## config.mk

```make
export PLATFORM = sky130hd
export DESIGN_NAME = fifo_byte_engine
export DESIGN_NICKNAME = d
export VERILOG_FILES = /design/src/rtl/fbe_pkg.sv /design/src/rtl/fbe_word_fifo.sv /design/src/rtl/fbe_side_flags.sv /design/src/rtl/fbe_ctrl.sv /design/src/rtl/fifo_byte_engine.sv
export SDC_FILE = /design/constraint.sdc
export NUM_CORES = 1
export LEC_CHECK = 0
export BUFFER_PORTS_ARGS = -buffer_cell sky130_fd_sc_hd__buf_2
export CAP_MARGIN = 30
export CORE_MARGIN = 2
export CORE_UTILIZATION = 40
export DETAILED_ROUTE_END_ITERATION = 16
export PLACE_DENSITY = 0.67
export SYNTH_ARGS = -nofsm -noshare
export SYNTH_HDL_FRONTEND = slang
export SYNTH_SLANG_ARGS = --single-unit
```

## constraint.sdc

```tcl
create_clock -name clk -period 11.34 [get_ports clk]
set_input_delay 2.268 -clock clk [delete_from_list [all_inputs] [get_ports clk]]
set_output_delay 2.268 -clock clk [all_outputs]
set_load 0.01 [all_outputs]
```

## src/rtl/fbe_pkg.sv

```systemverilog
`timescale 1ns/1ps
package fbe_pkg;

    typedef enum logic [2:0] {
        ENG_IDLE     = 3'd0,
        ENG_RX_RUN   = 3'd1,
        ENG_TX_FETCH = 3'd2,
        ENG_TX_SEND  = 3'd3,
        ENG_DRAIN    = 3'd4
    } eng_state_t;

    typedef struct packed {
        logic act;
        logic half;
        logic full;
        logic empty;
        logic avail;
    } side_flags_t;

endpackage

```

## src/rtl/fbe_word_fifo.sv

```systemverilog
`timescale 1ns/1ps
module fbe_word_fifo #(
    parameter int DEPTH  = 16,
    parameter int WORD_W = 32
) (
    input  logic                       clk,
    input  logic                       rst_n,
    input  logic                       wr_en,
    input  logic [WORD_W-1:0]          wr_data,
    input  logic                       rd_en,
    output logic [WORD_W-1:0]          rd_data,
    output logic [$clog2(DEPTH):0]     occ,
    output logic                       full,
    output logic                       empty
);
    localparam int AW = $clog2(DEPTH);
    localparam int CW = AW + 1;

    logic [WORD_W-1:0] mem [DEPTH];
    logic [AW-1:0]     wr_ptr;
    logic [AW-1:0]     rd_ptr;
    logic              do_wr;
    logic              do_rd;

    assign full  = (occ == CW'(DEPTH));
    assign empty = (occ == '0);
    assign do_wr = wr_en && !full;
    assign do_rd = rd_en && !empty;
    assign rd_data = empty ? '0 : mem[rd_ptr];

    function automatic logic [AW-1:0] bump(input logic [AW-1:0] p);
        return (p == AW'(DEPTH - 1)) ? '0 : p + 1'b1;
    endfunction

    always_ff @(posedge clk) begin
        if (do_wr) begin
            mem[wr_ptr] <= wr_data;
        end
    end

    always_ff @(posedge clk or negedge rst_n) begin
        if (!rst_n) begin
            wr_ptr <= '0;
            rd_ptr <= '0;
            occ    <= '0;
        end else begin
            if (do_wr) wr_ptr <= bump(wr_ptr);
            if (do_rd) rd_ptr <= bump(rd_ptr);
            unique case ({do_wr, do_rd})
                2'b10:   occ <= occ + 1'b1;
                2'b01:   occ <= occ - 1'b1;
                default: occ <= occ;
            endcase
        end
    end

    AST_NO_OVERFLOW: assert property (@(posedge clk) disable iff (!rst_n) (wr_en && full && !rd_en) |=> (occ == CW'(DEPTH)));
    AST_NO_UNDERFLOW: assert property (@(posedge clk) disable iff (!rst_n) (rd_en && empty && !wr_en) |=> (occ == '0));
    AST_OCC_RANGE: assert property (@(posedge clk) disable iff (!rst_n) occ <= CW'(DEPTH));

endmodule

```

## src/rtl/fbe_side_flags.sv

```systemverilog
`timescale 1ns/1ps
module fbe_side_flags
    import fbe_pkg::*;
#(
    parameter int DEPTH = 16
) (
    input  logic [$clog2(DEPTH):0] occ,
    input  logic                   active,
    input  logic                   dir_rx,
    output side_flags_t            rx_flags,
    output side_flags_t            tx_flags
);
    localparam int CW   = $clog2(DEPTH) + 1;
    localparam int HALF = DEPTH / 2;

    for (genvar s = 0; s < 2; s++) begin : g_side
        localparam bit IS_RX = (s == 0);
        logic        on;
        side_flags_t f;

        assign on      = active && (dir_rx == IS_RX);
        assign f.act   = on;
        assign f.empty = on && (occ == '0);
        assign f.avail = on && (occ != '0);
        assign f.full  = on && (occ == CW'(DEPTH));
        if (IS_RX) begin : g_rx
            assign f.half  = on && (occ >= CW'(HALF));
            assign rx_flags = f;
        end else begin : g_tx
            assign f.half  = on && (occ <= CW'(HALF));
            assign tx_flags = f;
        end
    end

endmodule

```

## src/rtl/fbe_ctrl.sv

```systemverilog
`timescale 1ns/1ps
module fbe_ctrl
    import fbe_pkg::*;
#(
    parameter int LEN_W  = 16,
    parameter int WORD_W = 32,
    parameter int BYTE_W = 8
) (
    input  logic              clk,
    input  logic              rst_n,
    input  logic              start,
    input  logic              dir_rx,
    input  logic [LEN_W-1:0]  len,
    input  logic              rx_valid,
    input  logic [BYTE_W-1:0] rx_data,
    output logic              rx_ready,
    output logic              tx_valid,
    output logic [BYTE_W-1:0] tx_data,
    input  logic              tx_ready,
    input  logic              fifo_full,
    input  logic              fifo_empty,
    input  logic [WORD_W-1:0] fifo_head,
    output logic              eng_push,
    output logic [WORD_W-1:0] eng_word,
    output logic              eng_pop,
    output logic              active,
    output logic              dir_q,
    output logic              rx_run,
    output logic              tx_run,
    output logic [LEN_W-1:0]  cnt,
    output logic              end_q
);
    localparam int LANES  = WORD_W / BYTE_W;
    localparam int LANE_W = $clog2(LANES);
    localparam int LEFT_W = $clog2(LANES + 1);

    eng_state_t         state;
    eng_state_t         state_nx;
    logic [BYTE_W-1:0]  acc [LANES];
    logic [LANE_W-1:0]  lane;
    logic [WORD_W-1:0]  txw;
    logic [LEFT_W-1:0]  left;
    logic               rx_go;
    logic               tx_go;
    logic               cnt_zero;
    logic               cnt_last;

    assign cnt_zero = (cnt == '0);
    assign cnt_last = (cnt == LEN_W'(1));

    // next-state logic
    always_comb begin
        state_nx = state;
        if (start) begin
            state_nx = dir_rx ? ENG_RX_RUN : ENG_TX_FETCH;
        end else begin
            unique case (state)
                ENG_IDLE: state_nx = ENG_IDLE;
                ENG_RX_RUN: begin
                    if (cnt_zero || (rx_go && cnt_last)) state_nx = ENG_DRAIN;
                end
                ENG_TX_FETCH: begin
                    if (cnt_zero)        state_nx = ENG_DRAIN;
                    else if (!fifo_empty) state_nx = ENG_TX_SEND;
                end
                ENG_TX_SEND: begin
                    if (tx_go) begin
                        if (cnt_last)                   state_nx = ENG_DRAIN;
                        else if (left == LEFT_W'(1))    state_nx = ENG_TX_FETCH;
                    end
                end
                ENG_DRAIN: begin
                    if (fifo_empty) state_nx = ENG_IDLE;
                end
                default: state_nx = ENG_IDLE;
            endcase
        end
    end

    // state register
    always_ff @(posedge clk or negedge rst_n) begin
        if (!rst_n) state <= ENG_IDLE;
        else        state <= state_nx;
    end

    // outputs decoded from state
    always_comb begin
        active   = (state != ENG_IDLE);
        rx_run   = (state == ENG_RX_RUN);
        tx_run   = (state == ENG_TX_FETCH) || (state == ENG_TX_SEND);
        rx_ready = rx_run && !cnt_zero && !fifo_full;
        rx_go    = rx_ready && rx_valid;
        eng_push = rx_go && ((lane == LANE_W'(LANES - 1)) || cnt_last);
        eng_pop  = (state == ENG_TX_FETCH) && !cnt_zero && !fifo_empty;
        tx_valid = (state == ENG_TX_SEND);
        tx_data  = txw[BYTE_W-1:0];
        tx_go    = tx_valid && tx_ready;
        for (int k = 0; k < LANES; k++) begin
            if (k < int'(lane))       eng_word[k*BYTE_W +: BYTE_W] = acc[k];
            else if (k == int'(lane)) eng_word[k*BYTE_W +: BYTE_W] = rx_data;
            else                      eng_word[k*BYTE_W +: BYTE_W] = '0;
        end
    end

    // datapath: counter, packing lanes, transmit shifter
    always_ff @(posedge clk or negedge rst_n) begin
        if (!rst_n) begin
            cnt   <= '0;
            dir_q <= 1'b0;
            lane  <= '0;
            txw   <= '0;
            left  <= '0;
            end_q <= 1'b0;
            for (int k = 0; k < LANES; k++) acc[k] <= '0;
        end else if (start) begin
            cnt   <= len;
            dir_q <= dir_rx;
            lane  <= '0;
            left  <= '0;
            end_q <= 1'b0;
        end else begin
            if (rx_go) begin
                cnt <= cnt - 1'b1;
                if (eng_push) begin
                    lane <= '0;
                end else begin
                    acc[lane] <= rx_data;
                    lane      <= lane + 1'b1;
                end
            end
            if (eng_pop) begin
                txw  <= fifo_head;
                left <= LEFT_W'(LANES);
            end
            if (tx_go) begin
                txw  <= txw >> BYTE_W;
                left <= left - 1'b1;
                cnt  <= cnt - 1'b1;
            end
            if ((state != ENG_DRAIN) && (state_nx == ENG_DRAIN)) end_q <= 1'b1;
        end
    end

    AST_START_LOADS: assert property (@(posedge clk) disable iff (!rst_n) start |=> (cnt == $past(len) && active));
    AST_CNT_STEP: assert property (@(posedge clk) disable iff (!rst_n) ((rx_go || tx_go) && !start) |=> (cnt == $past(cnt) - 1'b1));
    AST_TX_HAS_COUNT: assert property (@(posedge clk) disable iff (!rst_n) tx_valid |-> !cnt_zero);
    AST_END_IN_DRAIN: assert property (@(posedge clk) disable iff (!rst_n) (state == ENG_DRAIN) |-> (end_q && cnt_zero));
    AST_RX_NEEDS_ROOM: assert property (@(posedge clk) disable iff (!rst_n) rx_ready |-> !fifo_full);

endmodule

```

## src/rtl/fifo_byte_engine.sv

```systemverilog
`timescale 1ns/1ps
module fifo_byte_engine
    import fbe_pkg::*;
#(
    parameter int DEPTH  = 16,
    parameter int WORD_W = 32,
    parameter int BYTE_W = 8,
    parameter int LEN_W  = 16
) (
    input  logic              clk,
    input  logic              rst_n,
    input  logic              xfer_start,
    input  logic              xfer_dir_rx,
    input  logic [LEN_W-1:0]  xfer_len,
    input  logic              host_push,
    input  logic [WORD_W-1:0] host_wdata,
    input  logic              host_pop,
    output logic [WORD_W-1:0] host_rdata,
    input  logic              card_rx_valid,
    input  logic [BYTE_W-1:0] card_rx_data,
    output logic              card_rx_ready,
    output logic              card_tx_valid,
    output logic [BYTE_W-1:0] card_tx_data,
    input  logic              card_tx_ready,
    output logic              eng_active,
    output logic [LEN_W-1:0]  byte_count,
    output logic [LEN_W-1:0]  word_count,
    output logic              data_end,
    output logic              block_end,
    output logic              rx_active,
    output logic              rx_empty,
    output logic              rx_avail,
    output logic              rx_full,
    output logic              rx_half_full,
    output logic              tx_active,
    output logic              tx_empty,
    output logic              tx_avail,
    output logic              tx_full,
    output logic              tx_half_empty
);
    localparam int CW     = $clog2(DEPTH) + 1;
    localparam int LANE_W = $clog2(WORD_W / BYTE_W);
    localparam int LANES  = WORD_W / BYTE_W;

    logic              fifo_wr;
    logic [WORD_W-1:0] fifo_wdata;
    logic              fifo_rd;
    logic [WORD_W-1:0] fifo_head;
    logic [CW-1:0]     fifo_occ;
    logic              fifo_full;
    logic              fifo_empty;
    logic              eng_push;
    logic [WORD_W-1:0] eng_word;
    logic              eng_pop;
    logic              dir_q;
    logic              rx_run;
    logic              tx_run;
    logic              end_q;
    logic [LEN_W:0]    wc_sum;
    side_flags_t       rx_f;
    side_flags_t       tx_f;

    // the engine owns the write side in receive-run, the read side while transmitting
    assign fifo_wr    = eng_push || (host_push && !rx_run);
    assign fifo_wdata = eng_push ? eng_word : host_wdata;
    assign fifo_rd    = eng_pop || (host_pop && !tx_run);
    assign host_rdata = fifo_head;

    fbe_word_fifo #(
        .DEPTH  (DEPTH),
        .WORD_W (WORD_W)
    ) fifo_i (
        .clk     (clk),
        .rst_n   (rst_n),
        .wr_en   (fifo_wr),
        .wr_data (fifo_wdata),
        .rd_en   (fifo_rd),
        .rd_data (fifo_head),
        .occ     (fifo_occ),
        .full    (fifo_full),
        .empty   (fifo_empty)
    );

    fbe_ctrl #(
        .LEN_W  (LEN_W),
        .WORD_W (WORD_W),
        .BYTE_W (BYTE_W)
    ) ctrl_i (
        .clk        (clk),
        .rst_n      (rst_n),
        .start      (xfer_start),
        .dir_rx     (xfer_dir_rx),
        .len        (xfer_len),
        .rx_valid   (card_rx_valid),
        .rx_data    (card_rx_data),
        .rx_ready   (card_rx_ready),
        .tx_valid   (card_tx_valid),
        .tx_data    (card_tx_data),
        .tx_ready   (card_tx_ready),
        .fifo_full  (fifo_full),
        .fifo_empty (fifo_empty),
        .fifo_head  (fifo_head),
        .eng_push   (eng_push),
        .eng_word   (eng_word),
        .eng_pop    (eng_pop),
        .active     (eng_active),
        .dir_q      (dir_q),
        .rx_run     (rx_run),
        .tx_run     (tx_run),
        .cnt        (byte_count),
        .end_q      (end_q)
    );

    fbe_side_flags #(
        .DEPTH (DEPTH)
    ) flags_i (
        .occ      (fifo_occ),
        .active   (eng_active),
        .dir_rx   (dir_q),
        .rx_flags (rx_f),
        .tx_flags (tx_f)
    );

    assign wc_sum     = {1'b0, byte_count} + (LEN_W+1)'(LANES - 1);
    assign word_count = LEN_W'(wc_sum >> LANE_W);
    assign data_end   = end_q;
    assign block_end  = end_q;

    assign rx_active     = rx_f.act;
    assign rx_empty      = rx_f.empty;
    assign rx_avail      = rx_f.avail;
    assign rx_full       = rx_f.full;
    assign rx_half_full  = rx_f.half;
    assign tx_active     = tx_f.act;
    assign tx_empty      = tx_f.empty;
    assign tx_avail      = tx_f.avail;
    assign tx_full       = tx_f.full;
    assign tx_half_empty = tx_f.half;

    AST_ONE_SIDE_ONLY: assert property (@(posedge clk) disable iff (!rst_n) !((|rx_f) && (|tx_f)));
    AST_IDLE_QUIET: assert property (@(posedge clk) disable iff (!rst_n) !eng_active |-> (rx_f == '0 && tx_f == '0));
    AST_TX_STALL_EMPTY: assert property (@(posedge clk) disable iff (!rst_n) (card_tx_valid && !card_tx_ready) |=> card_tx_valid || xfer_start || $past(xfer_start));
    AST_RX_HOST_BLOCK: assert property (@(posedge clk) disable iff (!rst_n) (rx_run && host_push && !eng_push && !fifo_rd) |=> (fifo_occ == $past(fifo_occ)));

endmodule

```

# Yosys cells after proc, flatten, opt, wreduce, memory -nomap -nowiden

Memories as Yosys holds them, arrays and structs flattened.
Index checks and enable logic that the tools add are counted.

Add/subtract/negate cells: 8
$lt $le $gt $ge: 7
Equality and inequality tests: 17
Muxes and demuxes: 40
Bitwise operators: 4
Reductions and logical operators: 47

Operators by type and width:

| kind                                                 | count |
|---|---|
| two-way mux 32 bit                                   | 4 |
| two-way mux 8 bit                                    | 8 |
| two-way mux 16 bit                                   | 3 |
| two-way mux 3 bit                                    | 11 |
| bitwise mux 32 bit                                   | 1 |
| logical AND 1 bit                                    | 24 |
| adder 16 x 2 -> 17 bit, second input constant        | 1 |
| demux 8 bit (select 2 bit)                           | 1 |
| equality test 16 x 1 -> 1 bit, second input constant | 1 |
| zero test 16 bit                                     | 1 |
| subtractor 16 x 1 -> 16 bit, second input constant   | 1 |
| one-hot mux 3 bit (4 select lines)                   | 1 |
| one-hot mux 5 bit (2 select lines)                   | 1 |
| nonzero test 3 bit                                   | 3 |
| adder 4 x 1 -> 4 bit, second input constant          | 2 |
| equality test 4 bit, second input constant           | 2 |
| two-way mux 2 bit                                    | 4 |
| two-way mux 4 bit                                    | 2 |
| nonzero test 2 bit                                   | 4 |
| equality test 3 x 1 -> 1 bit, second input constant  | 2 |
| equality test 3 x 2 -> 1 bit, second input constant  | 2 |
| equality test 3 bit, second input constant           | 2 |
| adder 5 x 1 -> 5 bit, second input constant          | 1 |
| equality test 5 bit, second input constant           | 1 |
| 24 further kinds                                     | 40 |

Register bits: 103
RAM bits: 512
Input port bits: 64
Output and inout port bits: 87
Logic and storage cells: 138
Memories kept: 1

Memories:

| memory     | words | bits a word | rd ports | clocked after Yosys merged registers in | write ports | line                | RTL |
|---|---|---|---|---|---|---|---|
| fifo_i.mem | 16    | 32          | 1        | 0                                       | 1           | fbe_word_fifo.sv:19 | `logic [WORD_W-1:0] mem [DEPTH];` |

# Depth between registers and ports, before layout

Depth in word-level cells: 14
Depth in mapped cells: 19
Gate-level depth less buffers: 15

# Cells and area by module

A second synthesis with hierarchy kept.

Cell total of the unflattened synthesis: 1457
Area, all modules: 25932.4 um^2

Modules (own cells, without submodules):

| module           | times used | cells each | area each (um^2) | sequential area each (um^2) |
|---|---|---|---|---|
| fbe_word_fifo    | 1          | 935        | 20568.5          | 15700.1 |
| fbe_ctrl         | 1          | 420        | 4548.1           | 2052.0 |
| fifo_byte_engine | 1          | 83         | 709.4            | 0.0 |
| fbe_side_flags   | 1          | 19         | 106.4            | 0.0 |

# Worst setup path after synthesis

No wires, ideal clock.

Kind: flip-flop to output port
From: reg fifo_i.rd_ptr[0]
To: out host_rdata[12]
Arrival: 2.484 ns
Data required time: 9.072 ns
Setup slack: 6.588 ns
Cell stages (with the launch flop): 7
Buffers on the path: 3
Cell sequence: dfrtp_1 > clkbuf_1 > buf_2 > buf_1 > mux4_2 > mux4_2 > and2_1

Word-level cells in the longest chain between the ends: 2

RTL lines:

| what                     | line                   | RTL |
|---|---|---|
| start: declaration       | fbe_word_fifo.sv:21    | `logic [AW-1:0] rd_ptr;` |
| start signal: assignment | fbe_word_fifo.sv:48    | `if (do_rd) rd_ptr <= bump(rd_ptr);` |
| memory (16 x 32 bit)     | -                      |  |
| two-way mux 32 bit       | fbe_word_fifo.sv:29    | `assign rd_data = empty ? '0 : mem[rd_ptr];` |
| end: declaration         | fifo_byte_engine.sv:18 | `output logic [WORD_W-1:0] host_rdata,` |

Every way passes these cells.

# Worst setup path in the final report

From: reg fifo_i.rd_ptr[1]
To: out host_rdata[8]

Same word-level chain as after synthesis.

==> results by stage <==
Worst hold path:
- The tightest min-delay check is of the register to register type.
- The end point of the worst hold path is ctrl_i.txw[26].
- In this run the most critical hold path is launched from ctrl_i.txw[26].
- The worst hold path was traced through 2 stages.

Yosys:
- The portion of synthesized cell area occupied by the leading cell type is between 60 and 70%.
- For this run, the leading register cell type out of synthesis is edfxtp_1.
- The number of storage elements in the synthesis netlist is 607.
- The most common cell in the netlist is edfxtp_1.
- By area the synthesized netlist is led by edfxtp_1 61%, mux4_2 14%, dfrtp_1 9.4%, mux2_2 1.7%, o22a_1 1.7%.
- The sequential cell area fraction in the yosys report is 70.01%.
- The biggest area consumer among synthesized cells is edfxtp_1.
- The synthesized netlist cell count is between 1,000 and 1,500.
- The number of different library cells used by synthesis comes to 60.
- The share of synthesized flip-flops with an asynchronous set or reset is 15.65%.
- The net count of the mapped netlist is 1,478.
- The synthesized area is between 20,000 and 30,000 um^2.
- The mean instance size in the synthesized netlist is between 15 and 20 um^2.
- For this run, the number of Yosys warnings is 0.
- Sorting the synthesized cells by how often they occur yields 512 x edfxtp_1, 152 x mux4_2, 95 x dfrtp_1, 72 x nand2_1, 58 x nor2_1.
- In this run, synthesis inferred 512 flip-flops with an integrated enable.

Worst setup path:
- STA classifies the critical path startpoint as a register.
- For flop-to-flop paths, the worst setup slack is 7050 ps.
- In this run the worst path has a maximum fanout of 64.
- The signal on the critical path passes through buf_4 > mux4_2 > mux4_2 > and2_1 > buf_2.
- The worst setup path is captured at an output pin.
- STA puts the critical path data required time at 9070 ps.
- The cell occurring most often along the worst timing path is mux4_2.
- The number of cells on the worst reg-to-reg path is 12.
- The arrival time at the worst endpoint is about 4000 ps.
- The slowest stage of the critical path is the dfrtp_4 cell.
- The largest single stage delay on the critical path is 1070 ps.
- The worst flop-to-flop path startpoint is ctrl_i.cnt[10].
- The type of the setup path with the least slack is register to output pin.
- In this run the critical register-to-register path is captured at fifo_i.occ[4].

Finish:
- The number of fill cells is 5,332.
- The area of the multi-input gates is 7096 um^2.
- The area occupied by registers is 17,760 um^2.
- From synthesis to final layout, the design area changed by 14.51%.
- The post-route cell area is 29,040 um^2.
- For this run, the post-layout net count is 1,644.
- The post-route netlist has 31.82% of its cells at a drive strength greater than 1.

Timing:
- The final number of max-transition violations was 0.
- Setup repair after global routing left no endpoint under its margin.
- The clock period could shrink to 6223 ps.
- Headroom to the max-slew limit came out at 35.00%.
- The measured slew at the worst slew-check pin is 968.6 ps.
- The final worst clock skew is approximately 34 ps.
- The final-layout setup total negative slack is 0 ps.
- The number of hold-slack violations in the final timing report is 0.
- In the post-route analysis, the smallest setup slack over all paths is 5117 ps.
- The maximum clock frequency is about 0.16 GHz.
- The final worst-path cycle share is 54.88%.
- The number of setup violations in the final report is 0.

Die:
- For this configuration, the core starts out at a cell density of between 40% and 50%.
- 151 I/O pins were placed.
- The core region is 62,850 um^2.
- The die covers 65,420 um^2.
- The initialized floorplan defines 92 standard-cell rows.
- The die outline width is 255.8 um.
- The floorplan die height is between 200 and 300 um.

CTS:
- The sink count of the clock tree is 607.
- CTS placed an instance of clkbuf_16 at the clock tree root.
- The setup fix buffers added after clock tree synthesis is 0.
- The number of gates resized after CTS was 0.
- Clock-pin slew was measured on the worst setup and hold paths at 60 ps.
- For this design, the CTS-stage hold fixing added 0 buffers.
- The number of levels the H-tree was split into is 2.
- The clock tree from TritonCTS is done.
- The maximum number of buffers from clock root to sink is 3.
- The latest clock arrival within the worst-skew pair is 630 ps.
- The number of buffers created by CTS is 59.

Global route:
- The layer flagged by global routing as most heavily used is met2.
- Entering global routing, the biggest net connects between 90 and 100 pins.
- The overall global routing resource usage is about a fifth.
- The met3 usage in global routing is 4.902%.
- The met1 demand-to-capacity share in global routing is 27.23%.
- The number of global-route vias before repair is 13,980.
- The number of antenna violations at the first check in global routing was 14.
- For met2 alone, demand over resource in global routing was 30.78%.
- The global-route wire length before repair is 94,070 um.
- Global routing finished with a remaining overflow of 0.

Placed design:
- Once placement finished, the instance area stood at 27,150 um^2.
- Routability-driven placement finished with a final weighted congestion of 0.8688.
- Detailed placement ended at an HPWL of approximately 37,000 um.
- Port buffering added 149 buffers.
- The placement-stage worst setup slack is approximately 5800 ps.

Power:
- The reported leakage power is roughly 0.01 uW.
- Power spread over the standard cell area amounts to 234.4 nW/um^2.
- IR analysis of the VDD net gives a maximum drop of 127.0 uV.

Detailed routing:
- The post-detailed-route count of antenna-violating nets is 0.
- The number of vias in the routed layout is 13,890.
- The average detailed-routed wire length per instance is 25.76 um.
- After the first detailed-routing iteration, the DRC count stood at 1,411.
- The number of search-and-repair iterations in the first detailed-routing pass is 5.
- Dividing the detail-routed via count by the number of cells gives 5.645.
- The number of remaining DRC errors is 0.
- Summed over all layers, the routed wires come to 63,360 um.

Run status:
- The flow ran to the end, and the final reports show no timing, DRC or antenna violations.

Run:
- Across the run, the number of max-cap violations was 0.
sequential cells by signal, summed over array words and instances, names as in the netlist:
| name | cells |
|---|---|
| fifo_i.mem | 512 |
| ctrl_i.txw | 32 |
| ctrl_i.acc | 24 |
| ctrl_i.cnt | 16 |
| fifo_i.occ | 5 |
| fifo_i.rd_ptr | 4 |
| fifo_i.wr_ptr | 4 |
| ctrl_i.left | 3 |
| ctrl_i.state | 3 |
| ctrl_i.lane | 2 |
| ctrl_i.dir_q | 1 |
| ctrl_i.end_q | 1 |
power breakdown:
| group | leakage, uW | internal, uW | switching, uW | total (uW) |
|---|---|---|---|---|
| clock network | 0.000901 | 1070 | 826 | 1890 |
| logic | 0.00342 | 979 | 1010 | 1990 |
| registers | 0.00578 | 2680 | 241 | 2920 |
| total | 0.0101 | 4730 | 2080 | 6810 |
kinds of logic after synthesis:
kind of cell	synth area share, %
mux	15.98
xor+xnor	1.243
other cells	0.01479
buf+inv	2.097
compound gates	4.525
flops	70.01
simple gates	5.161
fa+ha+maj	0.9672
metal layers:
metal	vias to the layer above	part of all wire, %
li1	5901	-
met1	7278	42
met5	-	0.17
met2	602	47
met4	18	1.6
met3	88	9.3
placed cells by master, fill, tap and decap left out, types with 28 or more instances in the layout:
| cell type | n |
|---|---|
| o21ai_0 | 38 |
| o22a_1 | 48 |
| nor2_1 | 57 |
| buf_2 | 148 |
| buf_4 | 49 |
| mux2_2 | 39 |
| edfxtp_1 | 512 |
| dfrtp_1 | 91 |
| clkbuf_16 | 60 |
| and2_1 | 28 |
| a21oi_1 | 34 |
| nand2_1 | 72 |
| mux4_2 | 152 |
layout make-up:
cell class / instances / area share, %
Antenna cell: 5 / 0.04309
Clock buffer: 75 / 5.399
Clock inverter: 34 / 1.008
Inverter: 17 / 0.2198
Multi-Input combinational cell: 675 / 24.44
Sequential cell: 607 / 61.17
Tap cell: 846 / 3.646
Timing Repair Buffer: 201 / 4.072
critical path, delay by kind of cell, from the launching register on:
kind,cells,cell delay [ps]
DFF,1,1070
muxes,2,1000
buffers and inverters,2,980
and+or+nand+nor,1,220
how the worst max path moves through the flow:
stage | slack [ps] | startpoint | end | depth (start not counted)
final | 5120 | fifo_i.rd_ptr[1] | host_rdata[8] | 5
after global routing | 4970 | fifo_i.rd_ptr[0] | host_rdata[8] | 5
after CTS | 5090 | fifo_i.rd_ptr[1] | host_rdata[8] | 5
after detailed placement | 5750 | fifo_i.rd_ptr[1] | host_rdata[8] | 5
after global placement | 5770 | fifo_i.rd_ptr[1] | host_rdata[8] | 5
after floorplan | 6590 | fifo_i.rd_ptr[0] | host_rdata[12] | 6
metrics by stage:
stage	std cells	util, %	hold slack (ps)	total power, uW
6_report	2460	46.20	499.8	6807
5_1_grt	2459	46.19	509.5	7091
4_1_cts	2453	46.15	500.5	6855
3_5_place_dp	2344	43.19	482.1	4970
3_3_place_gp	2341	43.11	462.4	4926
2_1_floorplan	1395	-	449.1	4281
Power figures use the tool's default switching activity.
